===== config.mk =====
export PLATFORM = sky130hd
export DESIGN_NAME = offset_cascade_counter
export DESIGN_NICKNAME = d
export VERILOG_FILES = /design/src/rtl/occ_pkg.sv /design/src/rtl/occ_ctrl.sv /design/src/rtl/occ_dp.sv /design/src/rtl/offset_cascade_counter.sv
export SDC_FILE = /design/constraint.sdc
export NUM_CORES = 1
export LEC_CHECK = 0
export ABC_AREA = 0
export BUFFER_PORTS_ARGS = -buffer_cell sky130_fd_sc_hd__buf_2
export CORE_MARGIN = 4
export CORE_UTILIZATION = 46
export DETAILED_ROUTE_END_ITERATION = 7
export GPL_ROUTABILITY_DRIVEN = 0
export PLACE_DENSITY = 0.76
export REMOVE_ABC_BUFFERS = 1
export SETUP_SLACK_MARGIN = 0.4
export SKIP_CTS_REPAIR_TIMING = 1
export SYNTH_ARGS = -nofsm -noshare
export SYNTH_HDL_FRONTEND = slang
export SYNTH_SLANG_ARGS = --single-unit

===== constraint.sdc =====
create_clock -name clk -period 2 [get_ports clk]
set_input_delay 0.3 -clock clk [delete_from_list [all_inputs] [get_ports clk]]
set_output_delay 0.3 -clock clk [all_outputs]
set_load 0.05 [all_outputs]

===== src/rtl/occ_pkg.sv =====
package occ_pkg;
  typedef enum logic [1:0] {
    MODE_PLAIN = 2'b00,
    MODE_START = 2'b01,
    MODE_END   = 2'b10,
    MODE_RSVD  = 2'b11
  } occ_mode_e;

  typedef struct packed {
    logic clr;
    logic ld;
    logic cntP;
  } occ_strobe_t;
endpackage


===== src/rtl/occ_ctrl.sv =====
module occ_ctrl
  import occ_pkg::*;
#(
  parameter int unsigned W         = 8,
  parameter int unsigned START_VAL = 6,
  parameter int unsigned END_VAL   = 13
) (
  input  logic        clk,
  input  logic        rst_n,
  input  logic        clear,
  input  logic        load,
  input  logic [W-1:0] loadData,
  input  logic        enP,
  input  occ_mode_e   modeSel,
  input  logic [W-1:0] count,
  input  logic        carry,
  output occ_strobe_t strobe,
  output logic [W-1:0] loadVal
);
  localparam logic [W-1:0] START_V = W'(START_VAL);
  localparam logic [W-1:0] END_V   = W'(END_VAL);

  logic autoClr;
  logic autoLd;

  always_comb begin
    autoClr     = (modeSel == MODE_END)   && (count == END_V);
    autoLd      = (modeSel == MODE_START) && carry;
    strobe.clr  = clear | autoClr;
    strobe.ld   = load | autoLd;
    strobe.cntP = enP;
    loadVal     = load ? loadData : START_V;
  end

  // reaching the end value in end-offset mode returns the count to zero
  p_end_wrap_r8: assert property (@(posedge clk) disable iff (!rst_n)
    (modeSel == MODE_END && count == END_V) |=> (count == '0));

  // carry in start-offset mode without outside strobes reloads the preset
  p_start_reload_r7: assert property (@(posedge clk) disable iff (!rst_n)
    (modeSel == MODE_START && carry && !clear && !load) |=> (count == START_V));

  // an outside load beats the carry reload
  p_load_over_reload_r10: assert property (@(posedge clk) disable iff (!rst_n)
    (modeSel == MODE_START && carry && !clear && load) |=> (count == $past(loadData)));
endmodule


===== src/rtl/occ_dp.sv =====
module occ_dp
  import occ_pkg::*;
#(
  parameter int unsigned STAGE_W = 4,
  parameter int unsigned STAGES  = 2,
  localparam int unsigned W      = STAGE_W * STAGES
) (
  input  logic         clk,
  input  logic         rst_n,
  input  occ_strobe_t  strobe,
  input  logic [W-1:0] loadVal,
  input  logic         enT,
  output logic [W-1:0] count,
  output logic         carry
);
  logic [STAGE_W-1:0] stageQ [STAGES];
  logic [STAGES:0]    tChain;

  assign tChain[0] = enT;

  for (genvar i = 0; i < STAGES; i++) begin : g_stage
    assign tChain[i+1]              = tChain[i] & (&stageQ[i]);
    assign count[i*STAGE_W +: STAGE_W] = stageQ[i];

    always_ff @(posedge clk or negedge rst_n) begin
      if (!rst_n)                        stageQ[i] <= '0;
      else if (strobe.clr)               stageQ[i] <= '0;
      else if (strobe.ld)                stageQ[i] <= loadVal[i*STAGE_W +: STAGE_W];
      else if (strobe.cntP && tChain[i]) stageQ[i] <= stageQ[i] + STAGE_W'(1);
    end
  end

  assign carry = tChain[STAGES];

  // a clear strobe zeroes every stage
  p_clear_zero_r2: assert property (@(posedge clk) disable iff (!rst_n)
    strobe.clr |=> (count == '0));

  // a load strobe without clear takes the presented value
  p_load_take_r3: assert property (@(posedge clk) disable iff (!rst_n)
    (strobe.ld && !strobe.clr) |=> (count == $past(loadVal)));

  // both enables give one step of the whole chain
  p_step_one_r4: assert property (@(posedge clk) disable iff (!rst_n)
    (!strobe.clr && !strobe.ld && strobe.cntP && enT) |=> (count == $past(count) + W'(1)));

  // a missing enable holds the count
  p_hold_r4: assert property (@(posedge clk) disable iff (!rst_n)
    (!strobe.clr && !strobe.ld && !(strobe.cntP && enT)) |=> $stable(count));

  // carry only with all ones and the carry enable
  p_carry_cond_r5: assert property (@(posedge clk) disable iff (!rst_n)
    carry |-> (enT && (&count)));
endmodule


===== src/rtl/offset_cascade_counter.sv =====
module offset_cascade_counter
  import occ_pkg::*;
#(
  parameter int unsigned STAGE_W   = 4,
  parameter int unsigned STAGES    = 2,
  parameter int unsigned START_VAL = 6,
  parameter int unsigned END_VAL   = 13,
  localparam int unsigned W        = STAGE_W * STAGES
) (
  input  logic         clk,
  input  logic         rst_n,
  input  logic         clear,
  input  logic         load,
  input  logic [W-1:0] loadData,
  input  logic         enP,
  input  logic         enT,
  input  logic [1:0]   mode,
  output logic [W-1:0] count,
  output logic         carry
);
  occ_strobe_t  strobe;
  logic [W-1:0] loadVal;
  occ_mode_e    modeSel;

  assign modeSel = occ_mode_e'(mode);

  occ_ctrl #(.W(W), .START_VAL(START_VAL), .END_VAL(END_VAL)) u_ctrl (
    .clk(clk), .rst_n(rst_n), .clear(clear), .load(load), .loadData(loadData),
    .enP(enP), .modeSel(modeSel), .count(count), .carry(carry),
    .strobe(strobe), .loadVal(loadVal)
  );

  occ_dp #(.STAGE_W(STAGE_W), .STAGES(STAGES)) u_dp (
    .clk(clk), .rst_n(rst_n), .strobe(strobe), .loadVal(loadVal), .enT(enT),
    .count(count), .carry(carry)
  );

  // nothing leaves reset with a carry pending on a zero count
  p_reset_zero_r1: assert property (@(posedge clk) $rose(rst_n) |-> (count == '0));
endmodule


# After elaboration in Yosys (flattened, before gate mapping)
# Index checks and enable logic that the tools add are counted.
# totals
ram_bits	0
n_memories	0
reg_bits	8
output_inout_bits	9
elab_cells	26
rom_bits	0
latchBits	0
# op_classes
n_mul	0
bitwise	4
eq_ne	3
n_lt_le_gt_ge	0
addsub	2
n_div	0
mux	7
shift	0
n_reduce_logical	8
# op_table
operator	n
$mux 4	6
$add 4x1->4 const B	2
$eq 8x4->1 const B	1
$mux 8	1
$reduce_and 4->1	2
$reduce_bool 3->1	2
$logic_and 1x1->1	4
$and 1x1->1	2
$eq 2x1->1 const B	1
$eq 2x2->1 const B	1
$or 1x1->1	2

# Logic depth before layout (Yosys ltp)
# Gate-level depths: netlist of run 1.
# logic_depth
depth_word	7
mapped_depth	6
depth_no_buf	5

# Hierarchy
# A second synthesis of run 1 with hierarchy kept.
# unflattened
hier_cells	67
hier_area_um2	569.3
# modules_own_cells
mod	cells_per_inst	area_each_um2	instances
occ_dp	53	474.2	1
occ_ctrl	14	95.1	1

# Least setup slack after synthesis of run 1
# Ideal clock, no wire load.
# synth_timing
path_type	reg2reg
start	register u_dp.stageQ (netlist bit u_dp.count[0])
end	register u_dp.stageQ (netlist bit u_dp.count[3])
path_buffers	1
t_required_ps	1880
setup_ps	120
period_less_slack_ps	1868
slack_ps	132
stages_incl_launch_ff	7
arrival_ps	1748
path_cell_list	dfrtp_1 > ha_1 > and4_1 > buf_6 > and3_4 > a31oi_4 > o211a_1
# synth_between
elab_chain_cells	7
# synth_lines
item	line_no	rtl
from (decl)	occ_dp.sv:16	logic [STAGE_W-1:0] stageQ [STAGES];
from (signal, indexed assignment)	occ_dp.sv:28	else if (strobe.ld) stageQ[i] <= loadVal[i*STAGE_W +: STAGE_W];
from (signal, indexed assignment)	occ_dp.sv:29	else if (strobe.cntP && tChain[i]) stageQ[i] <= stageQ[i] + STAGE_W'(1);
$reduce_and 4->1 *	occ_dp.sv:22	assign tChain[i+1] = tChain[i] & (&stageQ[i]);
$and 1x1->1 * (2 in series)	occ_dp.sv:22	
named net carry	offset_cascade_counter.sv:19	output logic carry
$logic_and 1x1->1 *	occ_ctrl.sv:28	autoLd = (modeSel == MODE_START) && carry;
$or 1x1->1 *	occ_ctrl.sv:30	strobe.ld = load | autoLd;
$mux 4	occ_dp.sv:28	
$mux 4	occ_dp.sv:27	else if (strobe.clr) stageQ[i] <= '0;
# Mark *: on every way through the listed nets, which the timed path passes. The rest lies on a longest branch. The select of a mux whose other input is x is not followed.
# A chain may end at the register's enable or synchronous reset.

# Worst setup path after layout of run 1
# layout_timing
start	register u_dp.stageQ (netlist bit u_dp.count[1])
end	output carry
# layout_between
elab_chain_cells	3
# layout_lines
item	line_no
$reduce_and 4->1	occ_dp.sv:22
$and 1x1->1 (2 in series)	occ_dp.sv:22
to (decl)	offset_cascade_counter.sv:19
# Every way passes these cells.

==> results of run 1 <==
-- worst min-delay path, delay by kind of cell --
family,cells,cell delay (ns)
buffers and inverters,2,0.16
AO/OA/AOI/OAI,1,0.06
-- per-layer routing --
layer	share of wire [%]	vias up
met1	41	314
met2	50	29
met4	1.0	0
met3	8.3	5
met5	0	-
li1	-	302
-- power by group --
part / total (uW) / leakage (uW) / internal, uW / switching (uW)
Combinational: 143 / 0.000320 / 53.0 / 90.5
Sequential: 186 / 0.000103 / 173 / 13.2
Clock: 122 / 0.0000138 / 68.6 / 53.2
-- cell type report --
type	count	area share, %
multi-input cells	50	49.8
flip-flops and latches	8	23.4
repair buffers	29	19.4
clock buffers	3	2.62
inverters	6	2.62
well taps	15	2.18
-- cells in the final DEF (no fill, tap or decap), types with 2 or more instances in the layout --
cell type	n
o211a_1	3
nand2b_1	3
a221oi_2	2
buf_4	4
nor2_1	6
ha_1	4
dfrtp_1	7
inv_1	6
xor2_1	2
nand2_1	4
and2_1	2
clkbuf_4	3
nand3_1	3
buf_2	23
xnor2_1	3
-- per-stage QoR --
stage | hold slack, ns | TNS, ns | cells | util, %
2_1_floorplan | 0.00441 | 0 | 64 | -
3_3_place_gp | 0.160 | 0 | 103 | 58.7
3_5_place_dp | 0.163 | 0 | 103 | 58.7
4_1_cts | -0.111 | -0.00162 | 106 | 60.4
5_1_grt | 0.320 | 0 | 111 | 65.2
6_report | 0.317 | 0 | 111 | 65.2
-- worst max-delay path by stage --
stage                        from            end  slack, ns  cells past startpoint
finish              u_dp.count[1]          carry       0.28                      4
CTS                 u_dp.count[0]          carry     -0.002                      4
global placement    u_dp.count[0]          carry       0.31                      4
global route        u_dp.count[1]          carry       0.23                      4
detailed placement  u_dp.count[0]          carry       0.27                      4
floorplan           u_dp.count[0]  u_dp.count[3]       0.09                      5
-- logic make-up (layout without fill, tap and decap cells) --
kind of cell             count (synthesis)  after routing  share of synthesized area (%)
adder cells (fa/ha/maj)                  4              4                           7.69
AND/OR/NAND/NOR                         25             25                           21.7
flip-flops                               8              8                           30.8
AO/OA/AOI/OAI                           16             16                           27.1
buffers and inverters                    8             38                           5.96
XOR/XNOR                                 5              5                           6.73
==> metrics.md, run 1 <==
| Metric | Value |
|---|---|
| Outcome | finished, final reports clean |
| Met3 Use GR | 5.14% |
| RSZ-0062 raised after global routing | yes |
| Fin. max-slew vios | 0 |
| Type of the most critical hold path | in -> reg |
| Post-synth top area share | 30.8% |
| Rel. slew slack | 77.3% |
| Top Ports | 25 |
| Register area share after synthesis | 30.8% |
| Post-Route WL | 1680 um |
| CTS Root Buffer Type | clkbuf_4 |
| CTS max path bufs | 2 |
| TritonCTS Buffers | 3 |
| Cells after Synth | 66 |
| Crit-path leading delay family | simple AND/OR/NAND/NOR gates |
| Area of the multi-input gates | 428 um2 |
| Worst-Margin Slew | 0.340 ns |
| CTS tree | done |
| Power Density | 525 nW/um2 |
| FILL cells | 113 |
| Port Buf Inserts | 24 |
| Crit Reg-Reg Endpoint | u_dp.count[5] |
| Synth cell types | 32 |
| Initial antenna violation count | 0 |
| Syn_area_per_cell | 9.86 um2 |
| Top-count cell post-synth | dfrtp_1 |
| Via-per-instance ratio | 5.86 |
| Area Growth Syn to Fin | 32.1% |
| Async set-reset flop share out of synthesis | 100% |
| CORE AREA | 1320 um2 |
| Worst-path clk slew | 0.05 ns |
| Met1 Use GR | 21.9% |
| Antenna viol nets, final | 0 |
| Layout cells sized above 1 | 43.8% |
| Reg-to-reg slack, setup | 0.44 ns |
| Final Cycle Share | 85.9% |
| Worst Hold Endpoint | u_dp.count[1] |
| Largest net degree at the start of global routing | 17 |
| Final setup viols | 0 |
| Max Clk Rate | 582 MHz |
| Vias in the first global route | 568 |
| Pre-CTS setup slack | 0.266 ns |
| Crit path buffers/inverters | 1 |
| Busiest layer in global routing | met2 |
| Chip width | 45.6 um |
| Nets | 118 |
| Overall Power | 451 uW |
| Iter 0 DRT Violations | 8 |
| Max-cap violations | 0 |
| Total track usage | 17.3% |
| DPL Wire Length | 1290 um |
| Top_reg_cell synth | dfrtp_1 |
| PnR worst setup slack | 0.281 ns |
| Synth top cells by count | 8 x dfrtp_1, 6 x inv_1, 6 x nor2_1, 4 x ha_1, 4 x nand2_1 |
| Later-pin clock latency in the skew report | 0.25 ns |
| First-pass GRT wire length | 2550 um |
| N_diodes | 0 |
| CP max FO | 4 |
| Via count | 650 |
| CP Launch Type | flip-flop |
| Hold Violations, Final | 0 |
| Sink Count | 8 |
| Clk_skew | 0.00609 ns |
| Die Area | 2080 um2 |
| Drt drc | 0 |
| CP endpoint kind | output pin |
| Hold_sp | loadData[1] |
| DR pass1 iterations | 4 |
| M2 GR Usage | 28.1% |
| Syn. warnings | 0 |
| Max reg flops | 8 |
| CP max stage cell | dfrtp_1 |
| Die Height | 45.6 um |
| Launch point of the worst reg-to-reg path | u_dp.count[0] |
| H-tree levels | 1 |
| Leakage | 0.000437 uW |
| Synth area leader | dfrtp_1 |
| Critical path's largest stage delay | 0.38 ns |
| Row Count | 13 |
| Global route overflow | 0 |
| Largest cells by area after synthesis | dfrtp_1 31%, ha_1 7.7%, o211a_1 4.6% |
| Cell Area, Synth | 651 um2 |
| Crit path kind | reg -> out |
| Starting Density | 49.4% |
| Wire per inst | 15.1 um |
| Register area | 201 um2 |
| Peak VDD IR | 0.000270 V |
| Worst R2R Path Depth | 6 |
| Worst endpoint data arrival time | 1.42 ns |
| Hold Crit Depth | 3 |
| Minimum clock period after layout | 1.72 ns |
| Critical Path RT | 1.70 ns |
| EDFF count, synth | 0 |
| Cell area after placement | 773 um2 |
| Final Cell Area | 860 um2 |
| Yosys reg bits | 8 |
| Crit-path cells | ha_1, and4_4, and3_4, buf_6 |
Power figures use the tool's default switching activity.
==> run 2: changes to the inputs <==
- PLACE_DENSITY: 0.76 -> 0.84
==> metrics.md, run 2 (synthesis gave the netlist of run 1 again) <==
| Metric | Value |
|---|---|
| CP startpoint | u_dp.count[1] |
| Final Non-Filler Cells | 112 |
| Initial antenna violation count | 0 |
| Launch point of the worst reg-to-reg path | u_dp.count[1] |
| Drt drc | 0 |
| CP endpoint kind | output pin |
| Crit Reg-Reg Endpoint | u_dp.count[3] |
| CP endpoint | carry |
| Setup Total Neg Slack | 0 ns |
| CP Launch Type | flip-flop |
| Rel. slew slack | 79.2% |
| Layout cells sized above 1 | 44.3% |
| Minimum clock period after layout | 1.71 ns |
| Vias in the first global route | 529 |
| Reg-to-reg slack, setup | 0.47 ns |
| TritonCTS Buffers | 3 |
| Pre-CTS setup slack | 0.237 ns |
| Via count | 591 |
| Max-cap violations | 0 |
| Crit path buffers/inverters | 1 |
| Wire per inst | 12.8 um |
| Worst-Margin Slew | 0.308 ns |
| Outcome | finished, final reports clean |
| CP max stage cell | dfrtp_1 |
| Die Area | 2080 um2 |
| Hold Violations, Final | 0 |
| Critical Path RT | 1.70 ns |
| CTS max path bufs | 2 |
| DR pass1 iterations | 4 |
| Clk_skew | 0.00282 ns |
| Type of the most critical hold path | in -> reg |
| Worst path depth | 4 |
| Global route overflow | 0 |
| CTS tree | done |
| Antenna viol nets, final | 0 |
| Worst R2R Path Depth | 6 |
| CORE AREA | 1320 um2 |
| Die Height | 45.6 um |
| Iter 0 DRT Violations | 11 |
| Largest net degree at the start of global routing | 17 |
| Peak VDD IR | 0.000336 V |
| CTS Root Buffer Type | clkbuf_4 |
| RSZ-0062 raised after global routing | yes |
| Final Cycle Share | 85.3% |
| WHS | 0.325 ns |
| Most frequent cells in the layout | 23 x buf_2, 7 x dfrtp_1, 6 x inv_1, 6 x nor2_1, 5 x buf_4 |
| Worst-path clk slew | 0.05 ns |
| Top Ports | 25 |
| Max reg flops | 8 |
| Final setup viols | 0 |
| Worst endpoint data arrival time | 1.41 ns |
| Crit path kind | reg -> out |
| Most common cell after layout, fill and taps aside | buf_2 |
| Hold Crit Depth | 3 |
| Area Growth Syn to Fin | 33.3% |
| Overall Power | 437 uW |
| Total track usage | 15.7% |
| Post-Route WL | 1430 um |
| Power Density | 504 nW/um2 |
| H-tree levels | 1 |
| Starting Density | 49.4% |
| Max Clk Rate | 586 MHz |
| Later-pin clock latency in the skew report | 0.24 ns |
| First-pass GRT wire length | 2310 um |
| Chip width | 45.6 um |
| DPL Wire Length | 1180 um |
| N_diodes | 0 |
| Crit-path cells | ha_2, and4_4, and3_4, buf_8 |
| Placed insts | 103 |
| Via-per-instance ratio | 5.28 |
| PnR worst setup slack | 0.294 ns |
| Sink Count | 8 |
| Row Count | 13 |
| CP max FO | 4 |
| Crit-path leading delay family | simple AND/OR/NAND/NOR gates |
| Nets | 119 |
| Fin. max-slew vios | 0 |
| Port Buf Inserts | 24 |
| Leakage | 0.000440 uW |
| Critical path's largest stage delay | 0.39 ns |
-- run 2: cell count changes in the layout (fill, tap and decap cells not counted), sizes merged --
cell  previous run  this run
buf             28        29
-- run 2: final cells by class --
cell class / count / area (um2)
multi-input combinational: 50 / 424
timing repair buffer: 30 / 178
sequential: 8 / 201
clock buffer: 3 / 22.5
inverter: 6 / 22.5
tap: 15 / 18.8
fill: 116 / 450
-- run 2: through the flow --
| stage | utilization (%) | instance area, um2 |
|---|---|---|
| 6_report | 65.8 | 867 |
| 5_1_grt | 65.8 | 867 |
| 4_1_cts | 60.4 | 796 |
| 3_5_place_dp | 58.7 | 773 |
| 3_3_place_gp | 58.7 | 773 |
| 2_1_floorplan | - | 634 |
-- run 2: worst reg2reg max path, stage by stage, from the launching register on --
cell and delay, ns:
dfrtp_1 0.41, ha_2 0.20, and4_4 0.19, and3_4 0.18, buf_4 0.14, a31oi_4 0.19
o211a_1 0.17
-- run 2: worst min path at each step --
stage | startpoint | to | slack (ns)
after floorplan | rst_n | u_dp.count[0] | 0.004
after global placement | rst_n | u_dp.count[7] | 0.15
after detailed placement | rst_n | u_dp.count[7] | 0.15
after CTS | rst_n | u_dp.count[7] | -0.11
after global routing | loadData[2] | u_dp.count[2] | 0.32
final | loadData[2] | u_dp.count[2] | 0.32
-- run 2: power by group --
group,internal [uW],switching (uW)
logic,52.4,86.5
registers,173,13.3
clock network,67.9,44.0
total,294,144
-- run 2: layer usage --
| metal | global-route usage (%) | wire length (um) | vias to the layer above |
|---|---|---|---|
| li1 | - | - | 308 |
| met1 | 20.0 | 628 | 273 |
| met4 | 8.77 | 16 | 0 |
| met2 | 25.9 | 741 | 8 |
| met5 | 0 | 0 | - |
| met3 | 1.19 | 46 | 2 |
